[config.mk]
export PLATFORM = sky130hd
export DESIGN_NAME = clkest_ctrl
export DESIGN_NICKNAME = d
export VERILOG_FILES = /design/src/rtl/clkest_pkg.sv /design/src/rtl/clkest_sync.sv /design/src/rtl/clkest_seq.sv /design/src/rtl/clkest_acc.sv /design/src/rtl/clkest_ctrl.sv
export SDC_FILE = /design/constraint.sdc
export NUM_CORES = 1
export LEC_CHECK = 0
export ABC_AREA = 1
export BUFFER_PORTS_ARGS = -buffer_cell sky130_fd_sc_hd__buf_2
export CAP_MARGIN = 15
export CORE_MARGIN = 2
export CORE_UTILIZATION = 50
export DETAILED_ROUTE_END_ITERATION = 6
export PLACE_DENSITY = 0.68
export SLEW_MARGIN = 20
export SYNTH_ARGS = -nofsm -noshare
export SYNTH_HDL_FRONTEND = slang
export SYNTH_SLANG_ARGS = --single-unit
[constraint.sdc]
create_clock -name clk -period 7 [get_ports clk]
set_clock_uncertainty 0.1 [all_clocks]
set_input_delay 0.7 -clock clk [delete_from_list [all_inputs] [get_ports clk]]
set_output_delay 0.7 -clock clk [all_outputs]
set_load 0.02 [all_outputs]
[src/rtl/clkest_pkg.sv]
package clkest_pkg;

  typedef enum logic [1:0] {
    ST_IDLE = 2'd0,
    ST_CLR  = 2'd1,
    ST_SHUT = 2'd2,
    ST_MEAS = 2'd3
  } ce_state_e;

endpackage

[src/rtl/clkest_sync.sv]
// Multi-flop synchronizer for the sensor's data-ready line plus a rising
// edge detector on the synchronized value. STAGES must be at least 2.
module clkest_sync #(
  parameter int STAGES = 2
) (
  input  logic clk,
  input  logic rst,
  input  logic async_i,
  output logic rise_o
);

  logic [STAGES-1:0] shreg_q;
  logic              last_q;

  always_ff @(posedge clk) begin
    if (rst) begin
      shreg_q <= '0;
      last_q  <= 1'b0;
    end else begin
      shreg_q <= {shreg_q[STAGES-2:0], async_i};
      last_q  <= shreg_q[STAGES-1];
    end
  end

  assign rise_o = shreg_q[STAGES-1] & ~last_q;

  AST_RISE_SINGLE: assert property (@(posedge clk) disable iff (rst)
    rise_o |=> !rise_o);

endmodule

[src/rtl/clkest_seq.sv]
// Run sequencer: clear pulse, shutter pulse, interval timing, run counting
// and timeout.
module clkest_seq
  import clkest_pkg::*;
#(
  parameter int CNT_W     = 16,
  parameter int RL_W      = 3,
  parameter int FR_W      = 16,
  parameter int SYNC_N    = 2,
  parameter int CLR_LEN   = 4,
  parameter int SHUT_LEN  = 8,
  parameter int TMO_TICKS = 200
) (
  input  logic             clk,
  input  logic             rst,
  input  logic             start_i,
  input  logic [RL_W-1:0]  runs_log2_i,
  input  logic [FR_W-1:0]  f_ref_i,
  input  logic             rise_i,
  output logic             clr_o,
  output logic             shut_o,
  output logic             busy_o,
  output logic             open_o,
  output logic             smp_vld_o,
  output logic [CNT_W-1:0] smp_ticks_o,
  output logic             fin_o,
  output logic             tmo_o,
  output logic [RL_W-1:0]  rl_o,
  output logic [FR_W-1:0]  fr_o
);

  localparam int RUN_W = (1 << RL_W);
  localparam int LAT   = SYNC_N - 1;
  localparam logic [CNT_W-1:0] CLR_LAST  = CNT_W'(CLR_LEN - 1);
  localparam logic [CNT_W-1:0] SHUT_LAST = CNT_W'(SHUT_LEN - 1);
  localparam logic [CNT_W-1:0] TMO_LAST  = CNT_W'(TMO_TICKS - 1);
  localparam logic [CNT_W-1:0] LAT_W     = CNT_W'(LAT);

  ce_state_e        st_q;
  logic [CNT_W-1:0] ph_q;
  logic [RUN_W-1:0] run_q;
  logic [RUN_W-1:0] run_nxt;
  logic [RUN_W-1:0] run_goal;
  logic [CNT_W-1:0] ticks_nxt;

  assign run_nxt   = run_q + 1'b1;
  assign run_goal  = RUN_W'(1) << rl_o;
  assign ticks_nxt = (ph_q >= LAT_W) ? (ph_q - LAT_W) : '0;

  always_ff @(posedge clk) begin
    if (rst) begin
      st_q        <= ST_IDLE;
      ph_q        <= '0;
      run_q       <= '0;
      rl_o        <= '0;
      fr_o        <= '0;
      open_o      <= 1'b0;
      smp_vld_o   <= 1'b0;
      smp_ticks_o <= '0;
      fin_o       <= 1'b0;
      tmo_o       <= 1'b0;
    end else begin
      open_o    <= 1'b0;
      smp_vld_o <= 1'b0;
      fin_o     <= 1'b0;
      tmo_o     <= 1'b0;
      unique case (st_q)
        ST_IDLE: begin
          if (start_i) begin
            st_q   <= ST_CLR;
            ph_q   <= '0;
            run_q  <= '0;
            rl_o   <= runs_log2_i;
            fr_o   <= f_ref_i;
            open_o <= 1'b1;
          end
        end
        ST_CLR: begin
          if (ph_q == CLR_LAST) begin
            st_q <= ST_SHUT;
            ph_q <= '0;
          end else begin
            ph_q <= ph_q + 1'b1;
          end
        end
        ST_SHUT: begin
          if (ph_q == SHUT_LAST) begin
            st_q <= ST_MEAS;
            ph_q <= '0;
          end else begin
            ph_q <= ph_q + 1'b1;
          end
        end
        ST_MEAS: begin
          if (rise_i) begin
            smp_vld_o   <= 1'b1;
            smp_ticks_o <= ticks_nxt;
            ph_q        <= '0;
            run_q       <= run_nxt;
            if (run_nxt == run_goal) begin
              st_q  <= ST_IDLE;
              fin_o <= 1'b1;
            end else begin
              st_q <= ST_CLR;
            end
          end else if (ph_q == TMO_LAST) begin
            st_q  <= ST_IDLE;
            ph_q  <= '0;
            tmo_o <= 1'b1;
          end else begin
            ph_q <= ph_q + 1'b1;
          end
        end
        default: st_q <= ST_IDLE;
      endcase
    end
  end

  assign clr_o  = (st_q == ST_CLR);
  assign shut_o = (st_q == ST_SHUT);
  assign busy_o = (st_q != ST_IDLE);

  AST_CLR_THEN_SHUT: assert property (@(posedge clk) disable iff (rst)
    $fell(clr_o) |-> shut_o);
  AST_FIN_WITH_SAMPLE: assert property (@(posedge clk) disable iff (rst)
    fin_o |-> smp_vld_o);
  AST_BUSY_START_IGNORED: assert property (@(posedge clk) disable iff (rst)
    (busy_o && start_i) |=> !open_o);
  AST_FIN_TMO_EXCL: assert property (@(posedge clk) disable iff (rst)
    !(fin_o && tmo_o));

endmodule

[src/rtl/clkest_acc.sv]
// Sums per-run counts and forms the averaged result and bound numerators.
module clkest_acc #(
  parameter int CNT_W  = 16,
  parameter int RL_W   = 3,
  parameter int FR_W   = 16,
  parameter int LO_CYC = 24,
  parameter int HI_CYC = 26,
  parameter int BND_W  = 21
) (
  input  logic             clk,
  input  logic             rst,
  input  logic             open_i,
  input  logic             smp_vld_i,
  input  logic [CNT_W-1:0] smp_ticks_i,
  input  logic             fin_i,
  input  logic             tmo_i,
  input  logic [RL_W-1:0]  rl_i,
  input  logic [FR_W-1:0]  fr_i,
  output logic             done_o,
  output logic             err_o,
  output logic [CNT_W-1:0] avg_o,
  output logic [BND_W-1:0] lo_o,
  output logic [BND_W-1:0] hi_o
);

  localparam int ACC_W = CNT_W + (1 << RL_W);

  logic [ACC_W-1:0] acc_q;
  logic [ACC_W-1:0] sum_nxt;
  logic [ACC_W-1:0] avg_full;

  assign sum_nxt  = acc_q + (smp_vld_i ? ACC_W'(smp_ticks_i) : '0);
  assign avg_full = sum_nxt >> rl_i;

  always_ff @(posedge clk) begin
    if (rst) begin
      acc_q  <= '0;
      done_o <= 1'b0;
      err_o  <= 1'b0;
      avg_o  <= '0;
      lo_o   <= '0;
      hi_o   <= '0;
    end else begin
      done_o <= fin_i | tmo_i;
      if (open_i) begin
        acc_q <= '0;
      end else if (smp_vld_i) begin
        acc_q <= sum_nxt;
      end
      if (fin_i) begin
        avg_o <= CNT_W'(avg_full);
        lo_o  <= BND_W'(fr_i) * BND_W'(LO_CYC);
        hi_o  <= BND_W'(fr_i) * BND_W'(HI_CYC);
        err_o <= 1'b0;
      end else if (tmo_i) begin
        avg_o <= '0;
        lo_o  <= '0;
        hi_o  <= '0;
        err_o <= 1'b1;
      end
    end
  end

  AST_TMO_REPORT: assert property (@(posedge clk) disable iff (rst)
    tmo_i |=> (done_o && err_o));
  AST_FIN_CLEARS_ERR: assert property (@(posedge clk) disable iff (rst)
    fin_i |=> (done_o && !err_o));
  AST_DONE_ONE_CYCLE: assert property (@(posedge clk) disable iff (rst)
    done_o |=> !done_o);

endmodule

[src/rtl/clkest_ctrl.sv]
// Top: sensor oscillator frequency estimator.
module clkest_ctrl #(
  parameter int CNT_W     = 16,
  parameter int RL_W      = 3,
  parameter int FR_W      = 16,
  parameter int SYNC_N    = 2,
  parameter int CLR_LEN   = 4,
  parameter int SHUT_LEN  = 8,
  parameter int TMO_TICKS = 200,
  parameter int LO_CYC    = 24,
  parameter int HI_CYC    = 26,
  localparam int BND_W    = FR_W + $clog2(HI_CYC + 1)
) (
  input  logic             clk,
  input  logic             rst,
  input  logic             start_i,
  input  logic [RL_W-1:0]  runs_log2_i,
  input  logic [FR_W-1:0]  f_ref_i,
  input  logic             data_rdy_i,
  output logic             clr_data_o,
  output logic             shutter_o,
  output logic             busy_o,
  output logic             done_o,
  output logic             err_o,
  output logic [CNT_W-1:0] avg_ticks_o,
  output logic [BND_W-1:0] lo_num_o,
  output logic [BND_W-1:0] hi_num_o
);

  logic             rise;
  logic             open_p;
  logic             smp_vld;
  logic [CNT_W-1:0] smp_ticks;
  logic             fin_p;
  logic             tmo_p;
  logic [RL_W-1:0]  rl_q;
  logic [FR_W-1:0]  fr_q;

  clkest_sync #(
    .STAGES (SYNC_N)
  ) u_sync (
    .clk     (clk),
    .rst     (rst),
    .async_i (data_rdy_i),
    .rise_o  (rise)
  );

  clkest_seq #(
    .CNT_W     (CNT_W),
    .RL_W      (RL_W),
    .FR_W      (FR_W),
    .SYNC_N    (SYNC_N),
    .CLR_LEN   (CLR_LEN),
    .SHUT_LEN  (SHUT_LEN),
    .TMO_TICKS (TMO_TICKS)
  ) u_seq (
    .clk         (clk),
    .rst         (rst),
    .start_i     (start_i),
    .runs_log2_i (runs_log2_i),
    .f_ref_i     (f_ref_i),
    .rise_i      (rise),
    .clr_o       (clr_data_o),
    .shut_o      (shutter_o),
    .busy_o      (busy_o),
    .open_o      (open_p),
    .smp_vld_o   (smp_vld),
    .smp_ticks_o (smp_ticks),
    .fin_o       (fin_p),
    .tmo_o       (tmo_p),
    .rl_o        (rl_q),
    .fr_o        (fr_q)
  );

  clkest_acc #(
    .CNT_W  (CNT_W),
    .RL_W   (RL_W),
    .FR_W   (FR_W),
    .LO_CYC (LO_CYC),
    .HI_CYC (HI_CYC),
    .BND_W  (BND_W)
  ) u_acc (
    .clk         (clk),
    .rst         (rst),
    .open_i      (open_p),
    .smp_vld_i   (smp_vld),
    .smp_ticks_i (smp_ticks),
    .fin_i       (fin_p),
    .tmo_i       (tmo_p),
    .rl_i        (rl_q),
    .fr_i        (fr_q),
    .done_o      (done_o),
    .err_o       (err_o),
    .avg_o       (avg_ticks_o),
    .lo_o        (lo_num_o),
    .hi_o        (hi_num_o)
  );

endmodule

==> results.md <==
* Status: finished clean
* Setup-failing EPs final at 0
* Number of port buffers at 81
* Mapped Cells at 1452
* Synth top area share at 29.0%
* First drt pass iteration count at 7
* Worst reg2reg path endpoint: u_acc.hi_o[13]
* CP endpoint kind: flip-flop
* DIE WIDTH at 146 um
* I/O pin cnt at 86
* Tmin final at 3.38 ns
* Distinct cell type count after synthesis at 51
* Top-count cell post-synth: nand2_1
* Synth top area cells: dfxtp_1, nand2_1, a21oi_1
* EDFF count, synth at 0
* Worst-Skew Late Latency at 0.43 ns
* CTS Root Buffer Type: clkbuf_16
* Site Rows at 51
* Initial Util at 51.3%
* Synth Flop Type: dfxtp_1
* Hold Path Class: flip-flop to flip-flop
* Final HPWL DP at 19.2 mm
* R2R Setup Slk at 3.62 ns
* Hold Fails Final Rpt at 0
* Critical path arrival at 3.56 ns
* Period utilization at 48.2%
* # DRC at 0
* Max Cap Viol at 0
* Mapped cell area at 0.0101 sq mm
* Die area at 0.0213 sq mm
* Worst setup SP type: flip-flop
* Hold path start: u_sync.shreg_q[0]
* Static leakage at 5.19 nW
* Largest net degree at the start of global routing at 86
* Post-synth top cells: nand2_1, inv_1, a21oi_1
* Reg-to-Reg Start: u_seq.fr_o[2]
* Post-DP Area at 0.0106 sq mm
* GP Congestion at 0.925
* Reg2Reg Depth at 13
* Setup_tns at 0 ns
* Clk pin slew, worst setup/hold paths at 0.06 ns
* Tot GR Track Use at 24.6%
* Initial antenna violation count at 0
* Critical path type: flip-flop to flip-flop
* Post_cts resized at 0
* Post-synthesis sequential element count at 146
* Share of layout cells above drive strength 1 at 12.8%
* Total gr overflow at 0
* PwrDens at 274 mW/mm^2
* Layout area overhead at 11.3%
* Fin. max-slew vios at 0
* Hold buffer count at CTS at 0
* WHS Path Cells at 2
* Post-DRT Antenna Nets at 0
* Post-synthesis sequential area ratio at 29.0%
* Post-Route WL at 25.6 mm
* Wire per inst at 14.4 um
* First-pass GRT wire length at 43.2 mm
* Peak supply drop at 0.190 mV
* CTS buffer count at 17
* Chip Height at 146 um
* Cell accounting for the most synthesized area: dfxtp_1
* Max Fanout on Critical Path at 6
* Final instance area at 0.0112 sq mm
* Synth warnings at 0
* F_max at 0.296 GHz
* Synth async-reset ratio at 0%
* Setup Buffers After CTS at 0
* CTS tree: yes
* Max Root-Sink Buffers at 2
* Starting DRT DRC Count at 748
* Diode count at 0
* Nets at 1607
* Num Clock Sinks at 146
* RSZ-0062 raised after global routing: false
* Vias/cell at 5.34
* Core area at 0.0197 sq mm
* Syn avg cell area at 6.95 sq um
* Worst-Margin Slew at 1.09 ns
* Vias in the first global route at 8689
* Worst Hold Endpoint: u_sync.shreg_q[1]
* Critical path data required time at 7.18 ns
* Total number of H-tree levels at 4
* Vias at 9463
* Relative slew slack at 27.6%
[worst max path at each step]
stage | start | cells past startpoint | end | slack [ns]
after detailed placement | u_seq.smp_vld_o | 19 | u_acc.avg_o[15] | 3.56
after global placement | u_seq.smp_vld_o | 19 | u_acc.avg_o[15] | 3.64
after global routing | u_seq.fr_o[2] | 13 | u_acc.hi_o[13] | 3.38
after CTS | u_seq.smp_vld_o | 19 | u_acc.avg_o[15] | 3.54
final | u_seq.fr_o[2] | 13 | u_acc.hi_o[13] | 3.62
after floorplan | u_seq.fr_o[2] | 13 | u_acc.hi_o[13] | 4.05
[power by group]
| group | switching, mW | total, mW | internal [mW] |
|---|---|---|---|
| Sequential | 0.0965 | 0.974 | 0.877 |
| Combinational | 0.726 | 1.09 | 0.366 |
| Clock | 0.378 | 1.01 | 0.630 |
| Total | 1.20 | 3.07 | 1.87 |
[kinds of logic after synthesis]
| kind of cell | share of synthesized area [%] |
|---|---|
| AO/OA/AOI/OAI | 16.9 |
| adder cells (fa/ha/maj) | 13.0 |
| flip-flops | 29.0 |
| XOR/XNOR | 2.42 |
| other | 0.0372 |
| buffers and inverters | 10.0 |
| AND/OR/NAND/NOR | 28.6 |
[area by class of cell]
class / instances / area [sq um]
tap: 265 / 332
clock buffer: 17 / 425
fill: 1928 / 8430
sequential: 146 / 2930
multi-input combinational: 1061 / 6170
timing repair buffer: 87 / 473
inverter: 183 / 687
clock inverter: 14 / 210
[layer usage]
| layer | GRT usage (%) | part of all wire, % |
|---|---|---|
| met5 | 0 | 0 |
| met4 | 7.52 | 1.9 |
| met3 | 4.72 | 5.9 |
| met2 | 36.5 | 42 |
| met1 | 36.0 | 50 |
[registers in the layout (all words and copies together), names as in the netlist, 2 cells and up]
| name | count |
|---|---|
| u_seq.rl_o | 3 |
| u_seq.ph_q | 16 |
| u_acc.hi_o | 20 |
| u_seq.st_q | 2 |
| u_seq.smp_ticks_o | 16 |
| u_acc.lo_o | 17 |
| u_sync.shreg_q | 2 |
| u_acc.avg_o | 16 |
| u_acc.acc_q | 23 |
| u_seq.run_q | 8 |
| u_seq.fr_o | 16 |
[worst max-delay path: stages (launching register included)]
cell,delay [ns]
dfxtp_1,0.41
ha_1,0.40
inv_1,0.08
fa_1,0.51
inv_1,0.05
ha_1,0.34
nand3_1,0.09
nand2_1,0.11
a21oi_1,0.08
o21ai_0,0.44
a31oi_1,0.18
or2_2,0.31
nand3_1,0.09
a21oi_1,0.06
[cells in the final DEF (no fill, tap or decap), drive strengths merged, types with 24 or more instances in the layout]
cell type and instances:
nand2 332, inv 183, a21oi 170, nand3 156, dfxtp 146, nor2 95
buf 87, o21ai 86, ha 60, fa 28, o211ai 24
[through the flow]
stage / hold WS, ns / worst slack, ns / power, mW / instances / util, %
after floorplan: 0.288 / 4.05 / 1.80 / 1455 / -
after global placement: 0.289 / 3.64 / 2.04 / 1741 / 53.7
after detailed placement: 0.292 / 3.56 / 2.06 / 1742 / 53.9
after CTS: 0.301 / 3.54 / 3.07 / 1773 / 57.1
after global routing: 0.330 / 3.38 / 3.28 / 1773 / 57.1
final: 0.300 / 3.62 / 3.07 / 1773 / 57.1
No activity file was read; power rests on OpenSTA's default activity.
